File: src/rtl/wdt_pkg.sv
package wdt_pkg;
  localparam int DATA_W = 16;
  localparam int INIT_W = 10;
  localparam int STAT_W = 8;
  localparam int ADDR_W = 2;

  localparam logic [ADDR_W-1:0] A_STATUS = 2'd0;
  localparam logic [ADDR_W-1:0] A_INIT   = 2'd1;
  localparam logic [ADDR_W-1:0] A_RELOAD = 2'd2;

  localparam logic [INIT_W-1:0] INIT_RST = 10'd4;
  localparam logic [INIT_W-1:0] INIT_MIN = 10'd2;

  // start values below the minimum are refused
  function automatic logic init_ok(input logic [INIT_W-1:0] v);
    return v >= INIT_MIN;
  endfunction

  // one step down, resting at zero
  function automatic logic [INIT_W-1:0] step_down(input logic [INIT_W-1:0] c);
    return (c == '0) ? c : c - 1'b1;
  endfunction

  // widen a field to bus width with zero fill
  function automatic logic [DATA_W-1:0] zext_init(input logic [INIT_W-1:0] v);
    return {{(DATA_W-INIT_W){1'b0}}, v};
  endfunction

  function automatic logic [DATA_W-1:0] zext_stat(input logic [STAT_W-1:0] v);
    return {{(DATA_W-STAT_W){1'b0}}, v};
  endfunction
endpackage

File: src/rtl/wdt_regs.sv
module wdt_regs
  import wdt_pkg::*;
(
  input  logic              clk,
  input  logic              rst_n,
  input  logic              rsm_rst_n,
  input  logic              init_wr,
  input  logic              stat_wr,
  input  logic [DATA_W-1:0] wr_data,
  input  logic [ADDR_W-1:0] rd_addr,
  output logic [INIT_W-1:0] init_q,
  output logic [STAT_W-1:0] status_q,
  output logic [DATA_W-1:0] rd_data
);
  logic init_accept;
  assign init_accept = init_wr && init_ok(wr_data[INIT_W-1:0]);

  always_ff @(posedge clk or negedge rst_n) begin
    if (!rst_n)           init_q <= INIT_RST;
    else if (init_accept) init_q <= wr_data[INIT_W-1:0];
  end

  // resume-domain register: bus reset does not reach it
  always_ff @(posedge clk or negedge rsm_rst_n) begin
    if (!rsm_rst_n)   status_q <= '0;
    else if (stat_wr) status_q <= wr_data[STAT_W-1:0];
  end

  always_comb begin
    unique case (rd_addr)
      A_STATUS: rd_data = zext_stat(status_q);
      A_INIT:   rd_data = zext_init(init_q);
      default:  rd_data = '0;
    endcase
  end
endmodule

File: src/rtl/wdt_counter.sv
module wdt_counter
  import wdt_pkg::*;
(
  input  logic              clk,
  input  logic              rst_n,
  input  logic              reload_evt,
  input  logic              tick_on,
  input  logic [INIT_W-1:0] init_q,
  output logic [INIT_W-1:0] count,
  output logic              timeout
);
  logic hit_zero;
  assign hit_zero = tick_on && (count == INIT_W'(1));

  always_ff @(posedge clk or negedge rst_n) begin
    if (!rst_n) begin
      count   <= '0;
      timeout <= 1'b0;
    end else begin
      timeout <= 1'b0;
      if (reload_evt) begin
        count <= init_q;
      end else if (tick_on) begin
        count   <= step_down(count);
        timeout <= hit_zero;
      end
    end
  end
endmodule

File: src/rtl/reload_watchdog.sv
module reload_watchdog
  import wdt_pkg::*;
#(
  parameter logic [1:0] PS_ON = 2'd0
) (
  input  logic              clk,
  input  logic              rst_n,
  input  logic              rsm_rst_n,
  input  logic              wr_en,
  input  logic [ADDR_W-1:0] wr_addr,
  input  logic [DATA_W-1:0] wr_data,
  input  logic [ADDR_W-1:0] rd_addr,
  output logic [DATA_W-1:0] rd_data,
  input  logic              tick,
  input  logic [1:0]        pwr_state,
  output logic              timeout,
  output logic [INIT_W-1:0] count
);
  // named events for the checker
  logic init_wr, stat_wr, reload_evt, tick_on;
  logic [INIT_W-1:0] init_q;
  logic [STAT_W-1:0] status_q;

  assign init_wr    = wr_en && (wr_addr == A_INIT);
  assign stat_wr    = wr_en && (wr_addr == A_STATUS);
  assign reload_evt = wr_en && (wr_addr == A_RELOAD);
  assign tick_on    = tick && (pwr_state == PS_ON);

  wdt_regs u_regs (
    .clk(clk), .rst_n(rst_n), .rsm_rst_n(rsm_rst_n),
    .init_wr(init_wr), .stat_wr(stat_wr), .wr_data(wr_data),
    .rd_addr(rd_addr), .init_q(init_q), .status_q(status_q),
    .rd_data(rd_data)
  );

  wdt_counter u_cnt (
    .clk(clk), .rst_n(rst_n), .reload_evt(reload_evt),
    .tick_on(tick_on), .init_q(init_q), .count(count),
    .timeout(timeout)
  );
endmodule

File: config.mk
export PLATFORM = sky130hd
export DESIGN_NAME = reload_watchdog
export DESIGN_NICKNAME = d
export VERILOG_FILES = /design/src/rtl/wdt_pkg.sv /design/src/rtl/wdt_regs.sv /design/src/rtl/wdt_counter.sv /design/src/rtl/reload_watchdog.sv
export SDC_FILE = /design/constraint.sdc
export NUM_CORES = 1
export LEC_CHECK = 0
export ABC_AREA = 0
export BUFFER_PORTS_ARGS = -buffer_cell sky130_fd_sc_hd__buf_2
export CAP_MARGIN = 20
export CORE_ASPECT_RATIO = 0.75
export CORE_MARGIN = 8
export CORE_UTILIZATION = 40
export CTS_CLUSTER_SIZE = 20
export DETAILED_ROUTE_END_ITERATION = 10
export PLACE_DENSITY_LB_ADDON = 0.15
export SKIP_CTS_REPAIR_TIMING = 1
export SKIP_LAST_GASP = 1
export SLEW_MARGIN = 20
export SYNTH_ARGS = -nofsm -noshare
export SYNTH_HDL_FRONTEND = slang
export SYNTH_SLANG_ARGS = --single-unit
File: constraint.sdc
create_clock -name clk -period 4.25 [get_ports clk]
set_input_delay 0.6375 -clock clk [delete_from_list [all_inputs] [get_ports clk]]
set_output_delay 0.6375 -clock clk [all_outputs]
set_load 0.05 [all_outputs]
Word-level counts from Yosys, hierarchy flattened --
Index checks and enable logic that the tools add are counted.
Storage, ports and cells: register bits after elaboration 29, output and inout bits 27, input port bits 27
Cells by class: $lt $le $gt $ge 1, $add $sub $neg 1, multiplexer cells 6, equal/unequal tests 5, reductions and logical operators 12
Operators by type and width (count):
- $mux W10 | 3
- $pmux W10 S2 | 1
- $eq A10 B1 Y1 const B | 1
- $ge A10 B2 Y1 const B | 1
- $logic_not A10 Y1 | 1
- $sub A10 B1 Y10 const B | 1
- $logic_and A1 B1 Y1 | 6
- $logic_not A2 Y1 | 3
- $eq A2 B1 Y1 const B | 2
- $eq A2 B2 Y1 const B | 1
- $mux W1 | 2
- $ne A2 B2 Y1 const B | 1
- $reduce_and A2 Y1 | 1
- $reduce_bool A2 Y1 | 1

Logic depth before layout (Yosys ltp) --
Gate-level depths: netlist of run 1.
word-level depth 5, mapped depth 6

Modules after synthesis --
Synthesis of run 1 repeated with hierarchy kept, for this count alone.
Unflattened totals: cell total of the unflattened synthesis 146, area, all modules 1597.8 um^2
By module, submodules not included:
- wdt_regs | instances 1, cells each 67, area each 874.6 um^2, seq. area each 451.7 um^2
- wdt_counter | instances 1, cells each 75, area each 685.7 um^2, seq. area each 275.3 um^2
- reload_watchdog | instances 1, cells each 4, area each 37.5 um^2, seq. area each 0.0 um^2

Worst setup path before layout of run 1 --
Ideal clock, no wire load.
path kind input to output, from input port rd_addr[0], to output port rd_data[0], cell stages on the path 3, setup slack 1.799 ns, data required time 3.612 ns, path buffers 1, arrival 1.814 ns, cells stage by stage clkbuf_1 mux2i_1 nor2_1
On the way: word-level cells in the longest chain between the ends 2, elaborated cells on any way between the ends 3, those cells by class 1 x eq/ne; 1 x mux; 1 x reduce/logical
RTL lines:
- from (decl) | RTL line reload_watchdog.sv:12 | input logic [ADDR_W-1:0] rd_addr,
- $eq A2 B1 Y1 or $logic_not A2 Y1 (tied branches) | RTL line wdt_regs.sv:30 | unique case (rd_addr)
- $pmux W10 S2 (*) | RTL line wdt_regs.sv:30
- to (decl) | RTL line reload_watchdog.sv:13 | output logic [DATA_W-1:0] rd_data,
Every way passes the cells marked *; elsewhere a longest branch is shown, timed or not.

Final worst setup path of run 1 --
from input port rd_addr[0], to output port rd_data[1]
The elaborated chain is that of the path after synthesis.

==> flow_metrics.env, run 1 <==
export IMPL_place_ws_ns=2.197
export IMPL_cp_arrival_ns=1.40
export IMPL_io_pins=54
export IMPL_root_buffer="clkbuf_8"
export IMPL_r2r_start="u_cnt.count[0]"
export IMPL_place_area_um2=1833
export IMPL_max_freq_mhz=491.1
export IMPL_fin_skew_ns=0.005382
export IMPL_synth_area_leaders="dfrtp_1 44%, mux2_2 12%, mux2i_1 6.3%"
export IMPL_stdcell_count=249
export IMPL_die_y_um=70.72
export IMPL_seqCellArea_um2=726.9
export IMPL_rsz0062_at_grt="no"
export IMPL_grt_usage=0.1338
export IMPL_nFillCells=399
export IMPL_crit_path_max_fanout=10
export IMPL_layout_commonest_cell="buf_2"
export IMPL_portBuffers=41
export IMPL_crit_type="in2out"
export IMPL_reg2reg_depth=6
export IMPL_final_cell_mix="41 x buf_2, 28 x dfrtp_1, 19 x nor2_1, 17 x mux2_2"
export IMPL_synth_top_family_by_area="simple AND/OR/NAND/NOR gates"
export IMPL_ys_warn_count=0
export IMPL_n_antenna_cell=0
export IMPL_ant_nets=0
export IMPL_htreeDepth=2
export IMPL_vias=1313
export IMPL_synth_xor_area_frac=0.01097
export IMPL_hold_violations=0
export IMPL_clkTransAtPathRegs_ns=0.06
export IMPL_dp_hpwl_um=3049
export IMPL_die_area_um2=6290
export IMPL_worst_slew_pin_slew_ns=0.8689
export IMPL_finalCritPeriodShare=0.4791
export IMPL_cap_violations=0
export IMPL_slew_viol_final=0
export IMPL_synthFlopType="dfrtp_1"
export IMPL_synth_edf_count=0
export IMPL_multi_input_area_um2=813.3
export IMPL_drc=0
export IMPL_relSlewSlack=0.4186
export IMPL_vias_per_cell=5.273
export IMPL_cts_num_sinks=29
export IMPL_drtIter0Drc=71
export IMPL_status="finished clean"
export IMPL_r2r_setup_slack_ns=2.35
export IMPL_p_leak_nw=0.8782
export IMPL_synth_simple_area_share=0.1951
export IMPL_dp_cells=242
export IMPL_crit_required_ns=3.61
export IMPL_initial_core_util=0.4064
export IMPL_yosysUniqueCellTypes=40
export IMPL_synth_top_cell_area_share=0.4389
export IMPL_period_minus_slack_ns=2.036
export IMPL_clock_latency_ns=0.27
export IMPL_gp_congestion=0.8775
export IMPL_startpoint_type="input port"
export IMPL_yosys_area_top_type="dfrtp_1"
export IMPL_synth_fa_ha_area_frac=0.01567
export IMPL_synthArstFlopShare=1.000
export IMPL_yosysSeqAreaShare=0.4553
export IMPL_synthesis_area_um2=1597
export IMPL_cts_tree="yes"
export IMPL_coreArea_um2=3929
export IMPL_antenna_found_initial=0
export IMPL_synth_mux_area_frac=0.1826
export IMPL_rows=20
export IMPL_syn2layout_area_growth_pct=20.22
export IMPL_grt_overflow_total=0
export IMPL_nNetsFinal=223
export IMPL_tns_ns=0
export IMPL_setup_viol=0
export IMPL_ir_drop_mv=0.1905
export IMPL_firstDrtPassIters=4
export IMPL_cts_buffers=5
export IMPL_postLayoutCellArea_um2=1919
export IMPL_synth_compound_area_frac=0.09091
export IMPL_ys_ff_latch=29
export IMPL_routed_wl_um=3943
export IMPL_p_per_area_nw_per_um2=557.9
export IMPL_drive_above_1_share=0.3660
export IMPL_synthCells=150
export IMPL_clockBufferDepth=2
export IMPL_grt_pass1_wl_um=6734
export IMPL_hold_path_class="in2async"
export IMPL_drt_wirelength_per_cell_um=15.84
export IMPL_r2r_end="u_cnt.count[6]"
export IMPL_finalWorstSetupSlack_ns=2.214
export IMPL_syn_area_per_cell_um2=10.64
export IMPL_end_kind="output pin"
export IMPL_die_x_um=88.95
export IMPL_grt_pass1_vias=1388
export IMPL_grt_max_degree=22
## sequential cells by signal, indices dropped and copies added, names as in the netlist
register and count:
u_cnt.timeout 1, u_cnt.count 10, u_regs.init_q 10, u_regs.status_q 8
## cells by family after synthesis
kind of cell    Yosys count
compound gates           21
xor+xnor                  2
buf+inv                  14
mux                      27
flops                    29
simple gates             54
other cells               1
fa+ha+maj                 2
## stage by stage
step | power [mW] | util | hold WS [ns]
6_report | 1.071 | 0.4885 | 0.2062
3_5_place_dp | 0.8540 | 0.4666 | 0.4945
3_3_place_gp | 0.8415 | 0.4666 | 0.4875
2_1_floorplan | 0.7372 | - | 0.3419
4_1_cts | 1.080 | 0.4885 | 0.2033
5_1_grt | 1.135 | 0.4885 | 0.2066
## metal layers
metal / share of wire / global-route usage / up-vias
li1: - / - / 627
met1: 0.43 / 0.1660 / 649
met2: 0.49 / 0.2118 / 32
met3: 0.073 / 0.04398 / 5
met4: 0.012 / 0.04412 / 0
met5: 0 / 0 / -
## cell type report
class | instances | area share
clock buffers | 7 | 0.04498
repair buffers | 41 | 0.1069
multi-input cells | 112 | 0.4237
well taps | 55 | 0.03585
flip-flops and latches | 29 | 0.3787
inverters | 5 | 0.009778
## worst max path at each step
| stage | start | endpoint | slack [ns] |
|---|---|---|---|
| final | rd_addr[0] | rd_data[1] | 2.21 |
| after global routing | u_cnt.count[0] | u_cnt.count[6] | 2.10 |
| after CTS | rd_addr[0] | rd_data[1] | 2.20 |
| after detailed placement | rd_addr[0] | rd_data[1] | 2.20 |
| after global placement | wr_addr[1] | u_regs.init_q[8] | 2.21 |
| after floorplan | rd_addr[0] | rd_data[0] | 1.80 |
## synth_stat cells, types with 4 or more instances
cell	count
buf_4	6
dfrtp_1	28
nor2_1	19
o21ai_0	5
mux2i_1	10
inv_1	5
nand3_1	4
mux2_2	17
nor4_1	4
nand2_1	10
## where the power goes
part / internal (mW) / switching [mW] / leakage [nW] / total, mW
clock: 0.128 / 0.0971 / 0.0443 / 0.225
combinational: 0.130 / 0.289 / 0.486 / 0.419
sequential: 0.342 / 0.0844 / 0.348 / 0.427
total: 0.600 / 0.471 / 0.878 / 1.07
## worst max-delay path: stages
cell and delay, ns:
buf_2 0.26, mux2i_1 0.24, nor2_1 0.05, buf_2 0.21
(Power assumes the default switching activity.)
==> run 2, diff against run 1 <==
--- a/config.mk
+++ b/config.mk
@@ -5,7 +5,7 @@
 export SDC_FILE = /design/constraint.sdc
 export NUM_CORES = 1
 export LEC_CHECK = 0
-export ABC_AREA = 0
+export ABC_AREA = 1
 export BUFFER_PORTS_ARGS = -buffer_cell sky130_fd_sc_hd__buf_2
 export CAP_MARGIN = 20
 export CORE_ASPECT_RATIO = 0.75
==> constraint.sdc (replaced) <==
create_clock -name clk -period 2 [get_ports clk]
set_input_delay 0.3 -clock clk [delete_from_list [all_inputs] [get_ports clk]]
set_output_delay 0.3 -clock clk [all_outputs]
set_load 0.05 [all_outputs]
==> run 2 against run 1 <==
Critical path type is now reg2reg. Final area up 6.9%. Setup slack worse by 1.9 ns. Register-to-register slack worse by 2.0 ns. The flow now finishes with violations (negative hold slack). Total power rose to 2.5 times the previous value. Sequential share of layout area down 2.4 points. Global-route usage up 0.19 points. Sequential power up 110%.
==> flow_metrics.env, run 2 <==
export IMPL_fin_skew_ns=0.001899
export IMPL_place_ws_ns=0.3774
export IMPL_drtIter0Drc=87
export IMPL_yosysSeqAreaShare=0.4201
export IMPL_status="finished, violations left"
export IMPL_nFillCells=458
export IMPL_htreeDepth=2
export IMPL_synth_top_family_by_area="simple AND/OR/NAND/NOR gates"
export IMPL_die_area_um2=6708
export IMPL_finalWorstSetupSlack_ns=0.3528
export IMPL_synth_edf_count=0
export IMPL_synth_fa_ha_area_frac=0.01446
export IMPL_crit_required_ns=2.21
export IMPL_initial_core_util=0.4216
export IMPL_synth_compound_area_frac=0.1150
export IMPL_synth_simple_area_share=0.3153
export IMPL_switchingPower_mw=1.321
export IMPL_path_cells="inv_1 -> ha_1 -> nand2_1 -> nor2_2 -> nand3_2 -> nand2_4 -> nand2_4 -> clkinv_1 -> nand2_1 -> nand2_1"
export IMPL_clockBufferDepth=2
export IMPL_die_x_um=91.95
export IMPL_multi_input_area_um2=800.8
export IMPL_crit_path_max_fanout=11
export IMPL_routed_wl_um=4314
export IMPL_max_stage_delay_ns=0.39
export IMPL_yosysMostFrequentCell="nand2_1"
export IMPL_slew_viol_final=0
export IMPL_cp_slowest_cell="dfrtp_1"
export IMPL_ir_drop_mv=0.6434
export IMPL_grt_pass1_wl_um=7376
export IMPL_ys_ff_latch=29
export IMPL_crit_type="reg2reg"
export IMPL_drive_above_1_share=0.2180
export IMPL_cpLargestDelayFamily="simple AND/OR/NAND/NOR gates"
export IMPL_syn_area_per_cell_um2=7.034
export IMPL_root_buffer="clkbuf_8"
export IMPL_hold_worst_slack_ns=-0.01829
export IMPL_seqCellArea_um2=726.9
export IMPL_hold_violations=20
export IMPL_synth_area_leaders="dfrtp_1 40%, nand2_1 15%, o21ai_0 9.5%"
export IMPL_cp_arrival_ns=1.86
export IMPL_clockPowerShare=0.184
export IMPL_die_y_um=72.96
export IMPL_crit_buf_inv=2
export IMPL_hold_path_class="in2async"
export IMPL_end_kind="flip-flop"
export IMPL_final_cell_mix="71 x nand2_1, 41 x buf_2, 33 x o21ai_0, 31 x inv_1, 28 x dfrtp_1"
export IMPL_synthesis_area_um2=1730
export IMPL_layout_commonest_cell="nand2_1"
export IMPL_cts_buffers=5
export IMPL_io_pins=54
export IMPL_synth_xor_area_frac=0.005061
export IMPL_yosys_top_cells_count="71 x nand2_1, 33 x o21ai_0, 31 x inv_1, 28 x dfrtp_1, 21 x nor2_1"
export IMPL_finalCritPeriodShare=0.8236
export IMPL_sequentialPowerShare=0.334
export IMPL_ant_nets=0
export IMPL_coreArea_um2=4104
export IMPL_p_per_area_nw_per_um2=1314
export IMPL_cts_num_sinks=29
export IMPL_synth_top_cell_area_share=0.4049
export IMPL_grt_overflow_total=0
export IMPL_cts_tree="yes"
export IMPL_violations="negative hold slack"
export IMPL_yosysUniqueCellTypes=27
export IMPL_internal_power_mw=1.374
export IMPL_period_minus_slack_ns=1.647
export IMPL_rows=20
export IMPL_firstDrtPassIters=4
export IMPL_drc=0
export IMPL_yosys_area_top_type="dfrtp_1"
export IMPL_synth_mux_area_frac=0
export IMPL_grt_max_degree=22
export IMPL_ys_warn_count=0
export IMPL_n_antenna_cell=0
export IMPL_rsz0062_at_grt="no"
export IMPL_reg_largest_list="u_cnt.count x10, u_regs.init_q x10, u_regs.status_q x8"
export IMPL_max_freq_mhz=607.1
export IMPL_crit_top_cell="nand2_1"
export IMPL_p_leak_nw=1.135
export IMPL_synthArstFlopShare=1.000
export IMPL_cap_violations=0
export IMPL_grt_usage=0.1357
export IMPL_drt_wirelength_per_cell_um=12.54
export IMPL_vias=1635
export IMPL_p_sw_frac=0.4902
export IMPL_vias_per_cell=4.753
export IMPL_grt_pass1_vias=1568
export IMPL_clock_latency_ns=0.27
export IMPL_portBuffers=41
export IMPL_startpoint_type="flip-flop"
export IMPL_nNetsFinal=317
export IMPL_syn2layout_area_growth_pct=18.58
export IMPL_antenna_found_initial=0
export IMPL_setup_viol=0
export IMPL_dp_hpwl_um=3447
export IMPL_gp_congestion=0.8771
export IMPL_pwr_share_comb=0.482
export IMPL_synthCells=246
export IMPL_synthFlopType="dfrtp_1"
export IMPL_clkTransAtPathRegs_ns=0.06
## run 2: cell types whose count changed after synthesis, sizes merged, moves of 4 or more
cell / change
nor2: +4
nand2: +63
nand3: +18
mux2: -17
inv: +30
mux2i: -10
o21ai: +30
## run 2: final timing paths
check / startpoint / cells after the start / to / slack [ns]
worst max-delay path: u_cnt.count[1] / 10 / u_cnt.count[6] / 0.35
worst min-delay path: rst_n / 1 / u_regs.init_q[3] / -0.02
worst max register to register: u_cnt.count[1] / 10 / u_cnt.count[6] / 0.35
worst min register to register: u_regs.status_q[6] / 2 / u_regs.status_q[6] / 0.49
max in group asynchronous: rsm_rst_n / 2 / u_regs.status_q[0] / 1.44
min in group clk: wr_data[9] / 3 / u_regs.init_q[9] / 0.29
## run 2: routing by layer
| layer | GRT usage | vias up | wire length (um) |
|---|---|---|---|
| met5 | 0 | - | 0 |
| met4 | 0.03737 | 0 | 25 |
| met3 | 0.03803 | 2 | 281 |
| met2 | 0.1970 | 42 | 1889 |
| met1 | 0.1900 | 741 | 2118 |
| li1 | - | 850 | - |
## run 2: power groups by stage
stage | sequential [mW] | combinational [mW] | clock, mW
finish | 0.899 | 1.30 | 0.497
CTS | 0.901 | 1.31 | 0.509
floorplan | 1.18 | 0.712 | 0
global placement | 0.908 | 1.28 | 0
detailed placement | 0.910 | 1.30 | 0
global route | 0.926 | 1.45 | 0.535
## run 2: area by class of cell
class | instances | area share
multi-input cells | 172 | 0.3902
flip-flops and latches | 29 | 0.3543
repair buffers | 44 | 0.1122
inverters | 36 | 0.06585
clock buffers | 8 | 0.04390
well taps | 55 | 0.03354
## run 2: cells by family (layout without fill, tap and decap cells)
kind of cell	count (synthesis)	after routing
AOI/OAI and AO/OA	38	38
adders and majority gates	2	2
xor gates and xnor gates	1	1
DFF	29	29
buffers and inverters	50	88
other	1	6
and+or+nand+nor	125	125
## run 2: worst reg2reg max path, cell delays in order (launching register included)
cell and delay, ns:
dfrtp_1 0.39, inv_1 0.14, ha_1 0.28, nand2_1 0.10, nor2_2 0.13, nand3_2 0.11, nand2_4 0.10, nand2_4 0.10
clkinv_1 0.11, nand2_1 0.06, nand2_1 0.05
## run 2: stage by stage
step / setup TNS (ns) / cell area (um2) / instances / util / total power [mW]
6_report: 0 / 2052 / 344 / 0.5000 / 2.696
3_3_place_gp: 0 / 1952 / 335 / 0.4756 / 2.190
2_1_floorplan: -1.800 / 1749 / 251 / - / 1.894
3_5_place_dp: 0 / 1952 / 335 / 0.4756 / 2.209
5_1_grt: 0 / 2052 / 344 / 0.5000 / 2.916
4_1_cts: 0 / 2042 / 343 / 0.4976 / 2.718
